[config.mk]
export PLATFORM = sky130hd
export DESIGN_NAME = rtos_down_timer
export DESIGN_NICKNAME = d
export VERILOG_FILES = /design/src/rtl/rtos_timer_pkg.sv /design/src/rtl/rtos_timer_regs.sv /design/src/rtl/rtos_timer_core.sv /design/src/rtl/rtos_down_timer.sv
export SDC_FILE = /design/constraint.sdc
export NUM_CORES = 1
export LEC_CHECK = 0
export BUFFER_PORTS_ARGS = -buffer_cell sky130_fd_sc_hd__clkbuf_2
export CORE_ASPECT_RATIO = 1.4
export CORE_MARGIN = 5
export CORE_UTILIZATION = 35
export DETAILED_ROUTE_END_ITERATION = 7
export PLACE_DENSITY = 0.52
export SYNTH_ARGS = -nofsm -noshare
export SYNTH_HDL_FRONTEND = slang
export SYNTH_HIERARCHICAL = 1
export SYNTH_SLANG_ARGS = --single-unit
[constraint.sdc]
create_clock -name clk_i -period 3 [get_ports clk_i]
set_input_delay 0.3 -clock clk_i [delete_from_list [all_inputs] [get_ports clk_i]]
set_output_delay 0.3 -clock clk_i [all_outputs]
set_load 0.01 [all_outputs]
[src/rtl/rtos_timer_pkg.sv]
package rtos_timer_pkg;
  localparam int unsigned CNT_W  = 32;
  localparam int unsigned ADDR_W = 2;

  localparam logic [ADDR_W-1:0] A_COUNT   = 2'd0;
  localparam logic [ADDR_W-1:0] A_PRELOAD = 2'd1;
  localparam logic [ADDR_W-1:0] A_CTRL    = 2'd2;
  localparam logic [ADDR_W-1:0] A_STATUS  = 2'd3;

  localparam int unsigned B_EN     = 0;
  localparam int unsigned B_START  = 1;
  localparam int unsigned B_HALTEN = 2;
  localparam int unsigned B_RELOAD = 3;
  localparam int unsigned CTRL_W   = 4;

  localparam int unsigned S_FLAG  = 0;
  localparam int unsigned S_IRQEN = 1;

  typedef struct packed {
    logic reload;
    logic halt_en;
    logic start;
    logic en;
  } ctrl_t;
endpackage

[src/rtl/rtos_timer_regs.sv]
module rtos_timer_regs
  import rtos_timer_pkg::*;
#(
  parameter int unsigned W = CNT_W
) (
  input  logic              clk_i,
  input  logic              rst_ni,
  input  logic              req_i,
  input  logic              we_i,
  input  logic [ADDR_W-1:0] addr_i,
  input  logic [W-1:0]      wdata_i,
  input  logic [W-1:0]      count_i,
  input  logic              flag_i,
  output logic [W-1:0]      rdata_o,
  output logic [W-1:0]      preload_o,
  output ctrl_t             ctrl_o,
  output logic              irq_en_o,
  output logic              start_edge_o,
  output logic              flag_clr_o
);
  logic wr;
  ctrl_t ctrl_q;
  logic [W-1:0] pre_q;
  logic irq_en_q;

  assign wr = req_i & we_i;
  assign start_edge_o = wr && addr_i == A_CTRL && wdata_i[B_START] && !ctrl_q.start;
  assign flag_clr_o   = wr && addr_i == A_STATUS && wdata_i[S_FLAG];

  always_ff @(posedge clk_i or negedge rst_ni) begin
    if (!rst_ni) begin
      ctrl_q   <= '0;
      pre_q    <= '0;
      irq_en_q <= 1'b0;
    end else if (wr) begin
      case (addr_i)
        A_PRELOAD: pre_q    <= wdata_i;
        A_CTRL:    ctrl_q   <= ctrl_t'(wdata_i[CTRL_W-1:0]);
        A_STATUS:  irq_en_q <= wdata_i[S_IRQEN];
        default:   ;
      endcase
    end
  end

  always_comb begin
    rdata_o = '0;
    case (addr_i)
      A_COUNT:   rdata_o = count_i;
      A_PRELOAD: rdata_o = pre_q;
      A_CTRL:    rdata_o[CTRL_W-1:0] = ctrl_q;
      A_STATUS:  begin
        rdata_o[S_FLAG]  = flag_i;
        rdata_o[S_IRQEN] = irq_en_q;
      end
      default:   rdata_o = '0;
    endcase
  end

  assign preload_o = pre_q;
  assign ctrl_o    = ctrl_q;
  assign irq_en_o  = irq_en_q;
endmodule

[src/rtl/rtos_timer_core.sv]
module rtos_timer_core
  import rtos_timer_pkg::*;
#(
  parameter int unsigned W = CNT_W
) (
  input  logic         clk_i,
  input  logic         rst_ni,
  input  logic         tick_i,
  input  logic         dbg_halt_i,
  input  ctrl_t        ctrl_i,
  input  logic [W-1:0] preload_i,
  input  logic         start_edge_i,
  input  logic         flag_clr_i,
  output logic [W-1:0] count_o,
  output logic         flag_o
);
  logic [W-1:0] cnt_q;
  logic armed_q, flag_q;
  logic run, step, expire;

  assign run    = ctrl_i.en & ctrl_i.start & ~(ctrl_i.halt_en & dbg_halt_i);
  assign step   = tick_i & run & ~start_edge_i;
  // expiry: 1 -> 0, or an armed counter already sitting at 0
  assign expire = step & armed_q & (cnt_q <= W'(1));

  always_ff @(posedge clk_i or negedge rst_ni) begin
    if (!rst_ni) begin
      cnt_q   <= '0;
      armed_q <= 1'b0;
    end else if (start_edge_i) begin
      cnt_q   <= preload_i;
      armed_q <= 1'b1;
    end else if (expire) begin
      cnt_q   <= ctrl_i.reload ? preload_i : '0;
      armed_q <= ctrl_i.reload;
    end else if (step && cnt_q != '0) begin
      cnt_q   <= cnt_q - W'(1);
    end
  end

  always_ff @(posedge clk_i or negedge rst_ni) begin
    if (!rst_ni)         flag_q <= 1'b0;
    else if (expire)     flag_q <= 1'b1;
    else if (flag_clr_i) flag_q <= 1'b0;
  end

  assign count_o = cnt_q;
  assign flag_o  = flag_q;

  p_count_hold_r4: assert property (@(posedge clk_i) disable iff (!rst_ni)
    (!tick_i && !start_edge_i) |=> $stable(cnt_q));
  p_halt_freeze_r10: assert property (@(posedge clk_i) disable iff (!rst_ni)
    (ctrl_i.halt_en && dbg_halt_i && !start_edge_i) |=> $stable(cnt_q));
  p_flag_on_tick_r7: assert property (@(posedge clk_i) disable iff (!rst_ni)
    $rose(flag_q) |-> $past(tick_i));
  p_oneshot_zero_r11: assert property (@(posedge clk_i) disable iff (!rst_ni)
    (cnt_q == '0 && !ctrl_i.reload && !start_edge_i) |=> cnt_q == '0);
  p_no_dec_disabled_r5: assert property (@(posedge clk_i) disable iff (!rst_ni)
    (!ctrl_i.en && !start_edge_i) |=> $stable(cnt_q));
endmodule

[src/rtl/rtos_down_timer.sv]
module rtos_down_timer
  import rtos_timer_pkg::*;
(
  input  logic              clk_i,
  input  logic              rst_ni,
  input  logic              tick_i,
  input  logic              dbg_halt_i,
  input  logic              req_i,
  input  logic              we_i,
  input  logic [ADDR_W-1:0] addr_i,
  input  logic [CNT_W-1:0]  wdata_i,
  output logic [CNT_W-1:0]  rdata_o,
  output logic              irq_o
);
  logic [CNT_W-1:0] count, preload;
  ctrl_t ctrl;
  logic flag, irq_en, start_edge, flag_clr;

  rtos_timer_regs #(.W(CNT_W)) u_regs (
    .clk_i, .rst_ni, .req_i, .we_i, .addr_i, .wdata_i,
    .count_i(count), .flag_i(flag), .rdata_o,
    .preload_o(preload), .ctrl_o(ctrl), .irq_en_o(irq_en),
    .start_edge_o(start_edge), .flag_clr_o(flag_clr)
  );

  rtos_timer_core #(.W(CNT_W)) u_core (
    .clk_i, .rst_ni, .tick_i, .dbg_halt_i,
    .ctrl_i(ctrl), .preload_i(preload), .start_edge_i(start_edge),
    .flag_clr_i(flag_clr), .count_o(count), .flag_o(flag)
  );

  assign irq_o = flag & irq_en;

  p_ro_count_r2: assert property (@(posedge clk_i) disable iff (!rst_ni)
    (req_i && we_i && addr_i == A_COUNT && !tick_i) |=> $stable(count));
endmodule

==> metrics.csv, run 1 <==
metric,value,unit
status,completed,
fillcell total,1258,
fin nets,566,
Routed WL,12.8,mm
multi-input combinational cell area,0.00245,mm2
met3 GRT Util,0.0319,
HP Class,input pin to asynchronous set/reset pin,
global-route wire length before repair,21.0,mm
Internal Power,2.33,mW
Setup crit start kind,register,
CTS Buf Count,9,
syn avg cell area,9.94,um2
Ys Warns,6,
Finished Cell Area,0.00530,mm2
hold_buf cts,0,
setup bufs post-CTS,0,
met1 track demand over resource,0.210,
die height,143,um
clock sink total,71,
Synth Area in XOR/XNOR,0,
setup repair after global routing missed its margin,false,
Period minus WS final,2780,ps
Post-Syn Area,0.00444,mm2
"Data required, critical path",3260,ps
antenna cells,0,
Root Driver,clkbuf_16,
mux contribution to synthesized area,0.197,
largest family of logic cells by synthesized area,multiplexers,
worst-path fanout max,16,
Final Power,3.60,mW
Comb pwr share,0.323,
Compound-Gate Fraction of Synth Area,0.155,
initial antenna violation count,0,
endpoints failing setup,0,
drt first pass iters,4,
Clock Latency Late Sink,340,ps
gr ovfl total,0,
Critical Path End Type,register,
Synth Area in Simple Gates,0.194,
detailed-route via count,3767,
wire per inst,18.9,um
Switching Share,0.353,
"slowest stage cell, crit path",or4_4,
synthesized instance count,447,
GRT Util Overall,0.173,
iteration-0 DRC count of the detailed router,199,
total core area,0.0124,mm2
maximum vdd drop,0.000247,V
Rows,48,
"Buf+Inv Stages, Crit Path",1,
ys flop type,dfrtp_1,
number of remaining DRC errors,0,
sw power,1.27,mW
r2r worst-path depth,7,
Initial Utilization,0.359,
Longest Clk Path Bufs,2,
Avg Vias per Cell,5.55,
P_leak,2.50,nW
Worst path depth,7,
num ports,73,
Pins Over Slew Limit,0,
largest net degree at the start of global routing,39,
Slew HR,0.374,
setup tns final,0,ps
fin crit share,0.928,
register area share after synthesis,0.400,
vias in the first global route,3949,
asr flop ratio synth,1.00,
Yosys cell types,54,
f_max,0.359,GHz
CTS H-tree depth,3,
post-synth top area share,0.400,
grt met2 use,0.306,
CTS resizes,0,
register area,0.00178,mm2
"CTS clk-pin slew, worst paths",60,ps
dpl cell area,0.00502,mm2
share of layout cells above drive strength 1,0.310,
Die ar.,0.0151,mm2
Layout Skew,7.88,ps
global routing's busiest layer,met2,
Top Family by Delay on Critical Path,simple AND/OR/NAND/NOR gates,
Synth area leaders,"dfrtp_1, mux2_4, mux2i_1",
Seq pwr share,0.395,
Clock power frac,0.283,
#FFs+latches synth,71,
# Max-Cap Violations,0,
crit path DAT,3040,ps
Die Width,105,um
Placer Congestion,0.877,
Syn Nets,489,
post-route ant nets,0,
flop2flop setup slack,220,ps
Post-synth top cells,"dfrtp_1, nor2_1, mux2_4, mux2i_1, nor3_1",
dpl hpwl,9.39,mm
number of I/O port buffers,72,
leading area contributor after synthesis,dfrtp_1,
Worst-Margin Slew,940,ps
Post-synth EDFFs,0,
Final Core Density,0.429,
"count leader, synth",dfrtp_1,
Final Hold Violating Endpoints,0,
Setup CP Type,register to register,
post-synthesis adder-cell area fraction,0.00563,
"critical path, cell by cell",or4_4 -> or4_4 -> nor4_4 -> o21ba_2 -> buf_4 -> o21ai_0 -> o21ai_0,
power density cells,678,mW/mm2
Area Growth Syn to Fin,19.3,%
CTS tree,built,
slowest cell delay on critical path,550,ps
==> state kept, by name, indices dropped and copies added, names as in the netlist <==
name	count
u_regs/preload_o	32
u_core/flag_o	1
u_regs/irq_en_o	1
u_regs/ctrl_o	4
u_core/count_o	32
u_core/armed_q	1
==> worst reg2reg max path, stage by stage (launching register included) <==
cell,delay (ps)
dfrtp_1,470
or4_4,550
or4_4,540
nor4_4,310
o21ba_2,420
buf_4,240
o21ai_0,90
o21ai_0,80
==> layout by cell type (no fill, tap or decap), types with 4 or more instances in the layout <==
cell type,n
a211oi_1,13
a21oi_1,23
a22oi_1,5
a31oi_1,11
buf_4,23
clkbuf_16,9
clkbuf_2,71
dfrtp_1,71
inv_1,7
mux2_2,7
mux2_4,30
mux2i_1,30
nand2_1,14
nand3_1,4
nand4_1,6
nor2_1,70
nor3_1,26
nor3b_1,4
nor4_1,8
o21ai_0,17
o21ai_1,5
o2bb2ai_1,8
or4_1,7
==> routing by layer <==
| layer | part of all wire | up-vias |
|---|---|---|
| li1 | - | 1828 |
| met5 | 0 | - |
| met1 | 0.42 | 1845 |
| met2 | 0.53 | 81 |
| met3 | 0.037 | 13 |
| met4 | 0.015 | 0 |
==> through the flow <==
step / hold slack, ps / instances / worst slack (ps)
finish: 97.6 / 679 / 216
global route: 182 / 679 / 39.3
CTS: 122 / 679 / 216
detailed placement: 482 / 663 / 248
global placement: 502 / 663 / 300
floorplan: 4.41 / 447 / 255
==> final cells by class <==
type                       instances  share of cell area
sequential                        71               0.335
timing repair buffer              97               0.108
inverter                           7             0.00496
clock inverter                     5             0.00613
tap                              150              0.0354
multi-input combinational        338               0.463
clock buffer                      11              0.0477
==> logic make-up (layout without fill, tap and decap cells) <==
family,Yosys count,in the layout
simple gates,163,163
compound gates,104,104
flops,71,71
mux,69,69
buf+inv,38,120
fa+ha+maj,2,2
==> power groups by stage <==
stage | clock network [mW] | logic (mW) | registers, mW
after floorplan | 0 | 0.855 | 1.34
after global placement | 0 | 1.16 | 1.43
after detailed placement | 0 | 1.16 | 1.44
after CTS | 1.05 | 1.17 | 1.42
after global routing | 1.09 | 1.28 | 1.46
final | 1.02 | 1.16 | 1.42
==> final timing paths <==
kind                                                          to                      startpoint
worst min-delay path             u_regs/preload_o[9]$_DFFE_PN0P_                          rst_ni
min in group clk_i              u_regs/preload_o[28]$_DFFE_PN0P_                     wdata_i[28]
max in group asynchronous       u_regs/preload_o[19]$_DFFE_PN0P_                          rst_ni
worst max register to register    u_core/count_o[24]$_DFFE_PN0P_  u_core/count_o[22]$_DFFE_PN0P_
worst max-delay path              u_core/count_o[24]$_DFFE_PN0P_  u_core/count_o[22]$_DFFE_PN0P_
worst min register to register      u_regs/ctrl_o[2]$_DFFE_PN0P_    u_regs/ctrl_o[2]$_DFFE_PN0P_
Power figures use the tool's default switching activity.
==> run 2: changes to the inputs <==
--- a/config.mk
+++ b/config.mk
@@ -9,7 +9,9 @@
 export CORE_ASPECT_RATIO = 1.4
 export CORE_MARGIN = 5
 export CORE_UTILIZATION = 35
+export CTS_BUF_LIST = sky130_fd_sc_hd__clkbuf_8
 export DETAILED_ROUTE_END_ITERATION = 7
+export GPL_TIMING_DRIVEN = 0
 export PLACE_DENSITY = 0.52
 export SYNTH_ARGS = -nofsm -noshare
 export SYNTH_HDL_FRONTEND = slang
==> metrics.csv, run 2 (synthesized netlist as in run 1, its figures left out) <==
metric,value,unit,change
status,completed,,
Die Width,105,um,unchanged
HP Class,input pin to register,,
Layout Cells excl Fill,687,,+1.2%
total core area,0.0124,mm2,unchanged
largest net degree at the start of global routing,61,,+56%
Setup CP Type,input pin to register,,
Placer Congestion,0.927,,+5.8%
Avg Vias per Cell,5.68,,+2.4%
reg2reg end,u_core/count_o[31]$_DFFE_PN0P_,,
worst-path fanout max,10,,-6
Die ar.,0.0151,mm2,unchanged
number of remaining DRC errors,0,,unchanged
vias in the first global route,4025,,+1.9%
Area Growth Syn to Fin,18.4,%,
dpl ws,-514,ps,-761 ps
crit path launch,addr_i[0],,
f_max,0.359,GHz,about the same
Clock Latency Late Sink,360,ps,+20 ps
number of I/O port buffers,70,,-2.8%
setup tns final,0,ps,unchanged
CTS Buf Count,9,,unchanged
Final Core Density,0.425,,-0.00313
gr ovfl total,0,,unchanged
power density cells,633,mW/mm2,-6.6%
endpoints failing setup,0,,unchanged
Worst-Margin Slew,788,ps,-152 ps
fin crit share,0.928,,about the same
Placed Cells incl. Taps,668,,+0.75%
Root Driver,clkbuf_8,,
share of layout cells above drive strength 1,0.309,,-0.000894
Setup crit start kind,input pin,,
r2r worst-path depth,8,,+1
"CTS clk-pin slew, worst paths",80,ps,+20 ps
Initial Utilization,0.359,,unchanged
dpl hpwl,9.92,mm,+5.6%
crit path DAT,3060,ps,+20 ps
die height,143,um,unchanged
antenna cells,0,,unchanged
Finished Cell Area,0.00526,mm2,-0.73%
Period minus WS final,2780,ps,-1.28 ps
GRT Util Overall,0.181,,+0.00845
fin nets,574,,+1.4%
# Max-Cap Violations,0,,unchanged
clock sink total,71,,unchanged
Rows,48,,unchanged
wire per inst,19.9,um,+5.3%
Final Power,3.33,mW,-7.3%
initial antenna violation count,0,,unchanged
Routed WL,13.7,mm,+6.6%
CTS H-tree depth,3,,unchanged
Fin Hold WS,164,ps,+66.6 ps
fillcell total,1264,,+0.48%
most frequent cells in the layout,"clkbuf_2, dfrtp_1, nor2_1",,
"Data required, critical path",3280,ps,+20 ps
Slew HR,0.472,,+0.0987
Layout Skew,12.2,ps,+4.34 ps
P_leak,2.49,nW,-0.45%
Longest Clk Path Bufs,2,,unchanged
num ports,73,,unchanged
post-route ant nets,0,,unchanged
drt first pass iters,4,,unchanged
dpl cell area,0.00501,mm2,about the same
Final Hold Violating Endpoints,0,,unchanged
Critical Path End Type,register,,
flop2flop setup slack,260,ps,+40 ps
global-route wire length before repair,21.5,mm,+2.3%
Final Worst Setup Slack,217,ps,+1.28 ps
CTS tree,built,,
detailed-route via count,3904,,+3.6%
iteration-0 DRC count of the detailed router,245,,+23%
R2R Path Start,u_core/count_o[2]$_DFFE_PN0P_,,
Setup crit end,u_core/count_o[14]$_DFFE_PN0P_,,
Pins Over Slew Limit,0,,unchanged
maximum vdd drop,0.000244,V,-1.3%
-- run 2: cell count changes in the layout (fill, tap and decap cells not counted), moves of 2 or more --
cell,previous run,this run
buf_6,0,4
buf_4,23,10
clkbuf_16,9,0
buf_2,1,9
clkbuf_8,2,13
clkinvlp_4,3,1
clkbuf_1,0,8
buf_12,2,0
nor4_1,8,6
-- run 2: how the worst min path moves through the flow --
stage                                    from                          endpoint  slack, ps  cells past startpoint
5_1_grt                            wdata_i[6]   u_regs/preload_o[6]$_DFFE_PN0P_        150                      2
4_1_cts                            wdata_i[6]   u_regs/preload_o[6]$_DFFE_PN0P_        150                      2
2_1_floorplan                          rst_ni        u_core/armed_q$_DFFE_PN0P_          4                      0
3_5_place_dp                           rst_ni   u_regs/preload_o[6]$_DFFE_PN0P_        200                      1
6_report                          wdata_i[27]  u_regs/preload_o[27]$_DFFE_PN0P_        160                      2
3_3_place_gp   u_core/count_o[30]$_DFFE_PN0P_    u_core/count_o[30]$_DFFE_PN0P_        510                      1
-- run 2: layout make-up --
| class | instances | area, um2 | share of cell area |
|---|---|---|---|
| Multi-Input combinational cell | 338 | 2480 | 0.472 |
| Sequential cell | 71 | 1780 | 0.338 |
| Timing Repair Buffer | 74 | 405 | 0.0770 |
| Buffer | 31 | 190 | 0.0361 |
| Tap cell | 150 | 188 | 0.0357 |
| Clock buffer | 13 | 179 | 0.0340 |
| Inverter | 7 | 26.3 | 0.00499 |
| Clock inverter | 3 | 16.3 | 0.00309 |
-- run 2: repair_timing --
action	4_1_cts	5_1_grt
buffers inserted	0	2
endpoints found under the setup margin	20	25
gates resized for setup	4	3
pin swaps	1	1
hold buffers	1	0
hold endpoints to repair	11	0
cloned	0	0
-- run 2: worst max-delay path, stage by stage --
cell	delay, ps
buf_2	240
nand4b_1	280
nor3b_1	90
clkbuf_2	220
and4b_1	380
nand2_2	180
nor3_1	420
a41o_1	240
buf_2	180
buf_4	220
a22oi_1	110
nor3_1	190
-- run 2: report_power, final --
group,switching (mW),total (mW),internal [mW]
Clock,0.372,0.759,0.387
Sequential,0.252,1.41,1.16
Combinational,0.622,1.16,0.542
-- run 2: layer usage --
metal	share of wire	wire length, um	up-vias	global-route usage
met5	0	0	-	0
met4	0.032	432	0	0.0976
met3	0.042	570	29	0.0360
met2	0.51	6950	100	0.301
met1	0.42	5700	1927	0.220
li1	-	-	1848	-
==> run 3: changes to the inputs <==
--- a/config.mk
+++ b/config.mk
@@ -8,11 +8,11 @@
 export BUFFER_PORTS_ARGS = -buffer_cell sky130_fd_sc_hd__clkbuf_2
 export CORE_ASPECT_RATIO = 1.4
 export CORE_MARGIN = 5
-export CORE_UTILIZATION = 35
+export CORE_UTILIZATION = 59
 export CTS_BUF_LIST = sky130_fd_sc_hd__clkbuf_8
 export DETAILED_ROUTE_END_ITERATION = 7
 export GPL_TIMING_DRIVEN = 0
-export PLACE_DENSITY = 0.52
+export PLACE_DENSITY = 0.81
 export SYNTH_ARGS = -nofsm -noshare
 export SYNTH_HDL_FRONTEND = slang
 export SYNTH_HIERARCHICAL = 1
==> metrics.csv, run 3 (synthesized netlist as in run 1, its figures left out) <==
metric,value,unit,change
status,completed,,
Setup CP Type,register to register,,
Rows,37,,-23%
"CTS clk-pin slew, worst paths",80,ps,about the same
Initial Utilization,0.604,,+0.245
Pins Over Slew Limit,0,,unchanged
# Max-Cap Violations,0,,unchanged
Layout Skew,8.87,ps,-3.35 ps
setup repair after global routing missed its margin,false,,
drt first pass iters,5,,+1
Final Hold Violating Endpoints,0,,unchanged
largest net degree at the start of global routing,40,,-34%
detailed-route via count,4035,,+3.4%
Area Growth Syn to Fin,16.9,%,
Avg Vias per Cell,6.35,,+12%
fin crit share,0.944,,+0.0160
dpl hpwl,9.19,mm,-7.4%
global-route wire length before repair,20.7,mm,-3.6%
Die Width,83.4,um,-21%
Period minus WS final,2830,ps,+47.9 ps
"Data required, critical path",3250,ps,-30 ps
Root Driver,clkbuf_8,,
fin nets,575,,+0.17%
HP Class,input pin to register,,
Placer Congestion,0.943,,+1.7%
antenna cells,0,,unchanged
fillcell total,562,,-56%
post-route ant nets,0,,unchanged
flop2flop setup slack,170,ps,-90 ps
crit path DAT,3080,ps,+20 ps
clock sink total,71,,unchanged
Critical Path End Type,register,,
Worst-Margin Slew,702,ps,-85.8 ps
worst-path fanout max,9,,-1
die height,113,um,-21%
number of I/O port buffers,70,,unchanged
total core area,0.00736,mm2,-41%
Setup crit start kind,register,,
Die ar.,0.00939,mm2,-38%
wire per inst,20.0,um,+0.59%
maximum vdd drop,0.000424,V,+74%
Longest Clk Path Bufs,2,,unchanged
num ports,73,,unchanged
CTS Buf Count,9,,unchanged
Final Power,3.32,mW,-0.53%
GRT Util Overall,0.275,,+0.0943
Clock Latency Late Sink,360,ps,about the same
power density cells,638,mW/mm2,+0.79%
gr ovfl total,0,,unchanged
number of remaining DRC errors,0,,unchanged
Slew HR,0.528,,+0.0558
CTS tree,built,,
Final Core Density,0.706,,+0.280
most frequent cells in the layout,"clkbuf_2, dfrtp_1, nor2_1",,
Routed WL,12.7,mm,-7.0%
initial antenna violation count,0,,unchanged
f_max,0.353,GHz,-1.7%
P_leak,2.50,nW,+0.14%
share of layout cells above drive strength 1,0.312,,+0.00314
iteration-0 DRC count of the detailed router,254,,+3.7%
endpoints failing setup,0,,unchanged
CTS H-tree depth,3,,unchanged
vias in the first global route,4249,,+5.6%
## run 3: area by class of cell
| class | instances | area [um2] | share of cell area |
|---|---|---|---|
| tap | 97 | 121 | 0.0234 |
| clock buffer | 10 | 138 | 0.0265 |
| multi-input combinational | 338 | 2480 | 0.478 |
| inverter | 7 | 26.3 | 0.00506 |
| buffer | 31 | 190 | 0.0366 |
| sequential | 71 | 1780 | 0.342 |
| timing repair buffer | 75 | 405 | 0.0780 |
| clock inverter | 6 | 52.6 | 0.0101 |
## run 3: report_power, final
part	switching (mW)	leakage (nW)	internal (mW)
registers	0.248	0.894	1.16
clock network	0.357	0.108	0.396
logic	0.615	1.49	0.540
total	1.22	2.50	2.10
## run 3: worst max-delay path, stage by stage (launching register included)
cell	delay (ps)
dfrtp_1	390
buf_2	170
nor4_1	540
nand4_1	490
or2_0	360
clkbuf_1	190
o31ai_1	260
o41ai_1	120
a22o_1	200
## run 3: repair_timing
item | CTS | global route
hold buffers | 1 | 0
endpoints found under the hold margin | 32 | 0
setup buffers | 0 | 3
setup endpoints to repair | 14 | 20
pin swaps | 1 | 1
gates resized for setup | 4 | 4
## run 3: per-layer routing
| metal | wire length (um) | vias to the layer above | track usage | part of all wire |
|---|---|---|---|---|
| met4 | 571 | 0 | 0.160 | 0.045 |
| met3 | 756 | 45 | 0.0364 | 0.060 |
| li1 | - | 1848 | - | - |
| met1 | 5150 | 1963 | 0.334 | 0.41 |
| met5 | 0 | - | 0 | 0 |
| met2 | 6210 | 179 | 0.468 | 0.49 |
## run 3: stage by stage
step	std cells	worst slack (ps)	cell area (um2)	hold slack, ps	TNS (ps)
final	635	169	5190	170	0
after global routing	635	34.6	5190	164	0
after CTS	632	88.8	5150	156	0
after detailed placement	615	-468	4940	315	-11160
after global placement	614	-404	4920	497	-9080
after floorplan	447	255	4440	4.41	0
## run 3: final timing paths
kind | end | depth (start not counted) | from
worst max-delay path | u_core/count_o[31]$_DFFE_PN0P_ | 8 | u_core/count_o[2]$_DFFE_PN0P_
worst min-delay path | u_regs/preload_o[19]$_DFFE_PN0P_ | 2 | wdata_i[19]
worst max register to register | u_core/count_o[31]$_DFFE_PN0P_ | 8 | u_core/count_o[2]$_DFFE_PN0P_
worst min register to register | u_regs/irq_en_o$_DFFE_PN0P_ | 1 | u_regs/irq_en_o$_DFFE_PN0P_
max in group asynchronous | u_core/count_o[11]$_DFFE_PN0P_ | 3 | rst_ni
min in group asynchronous | u_regs/preload_o[6]$_DFFE_PN0P_ | 2 | rst_ni
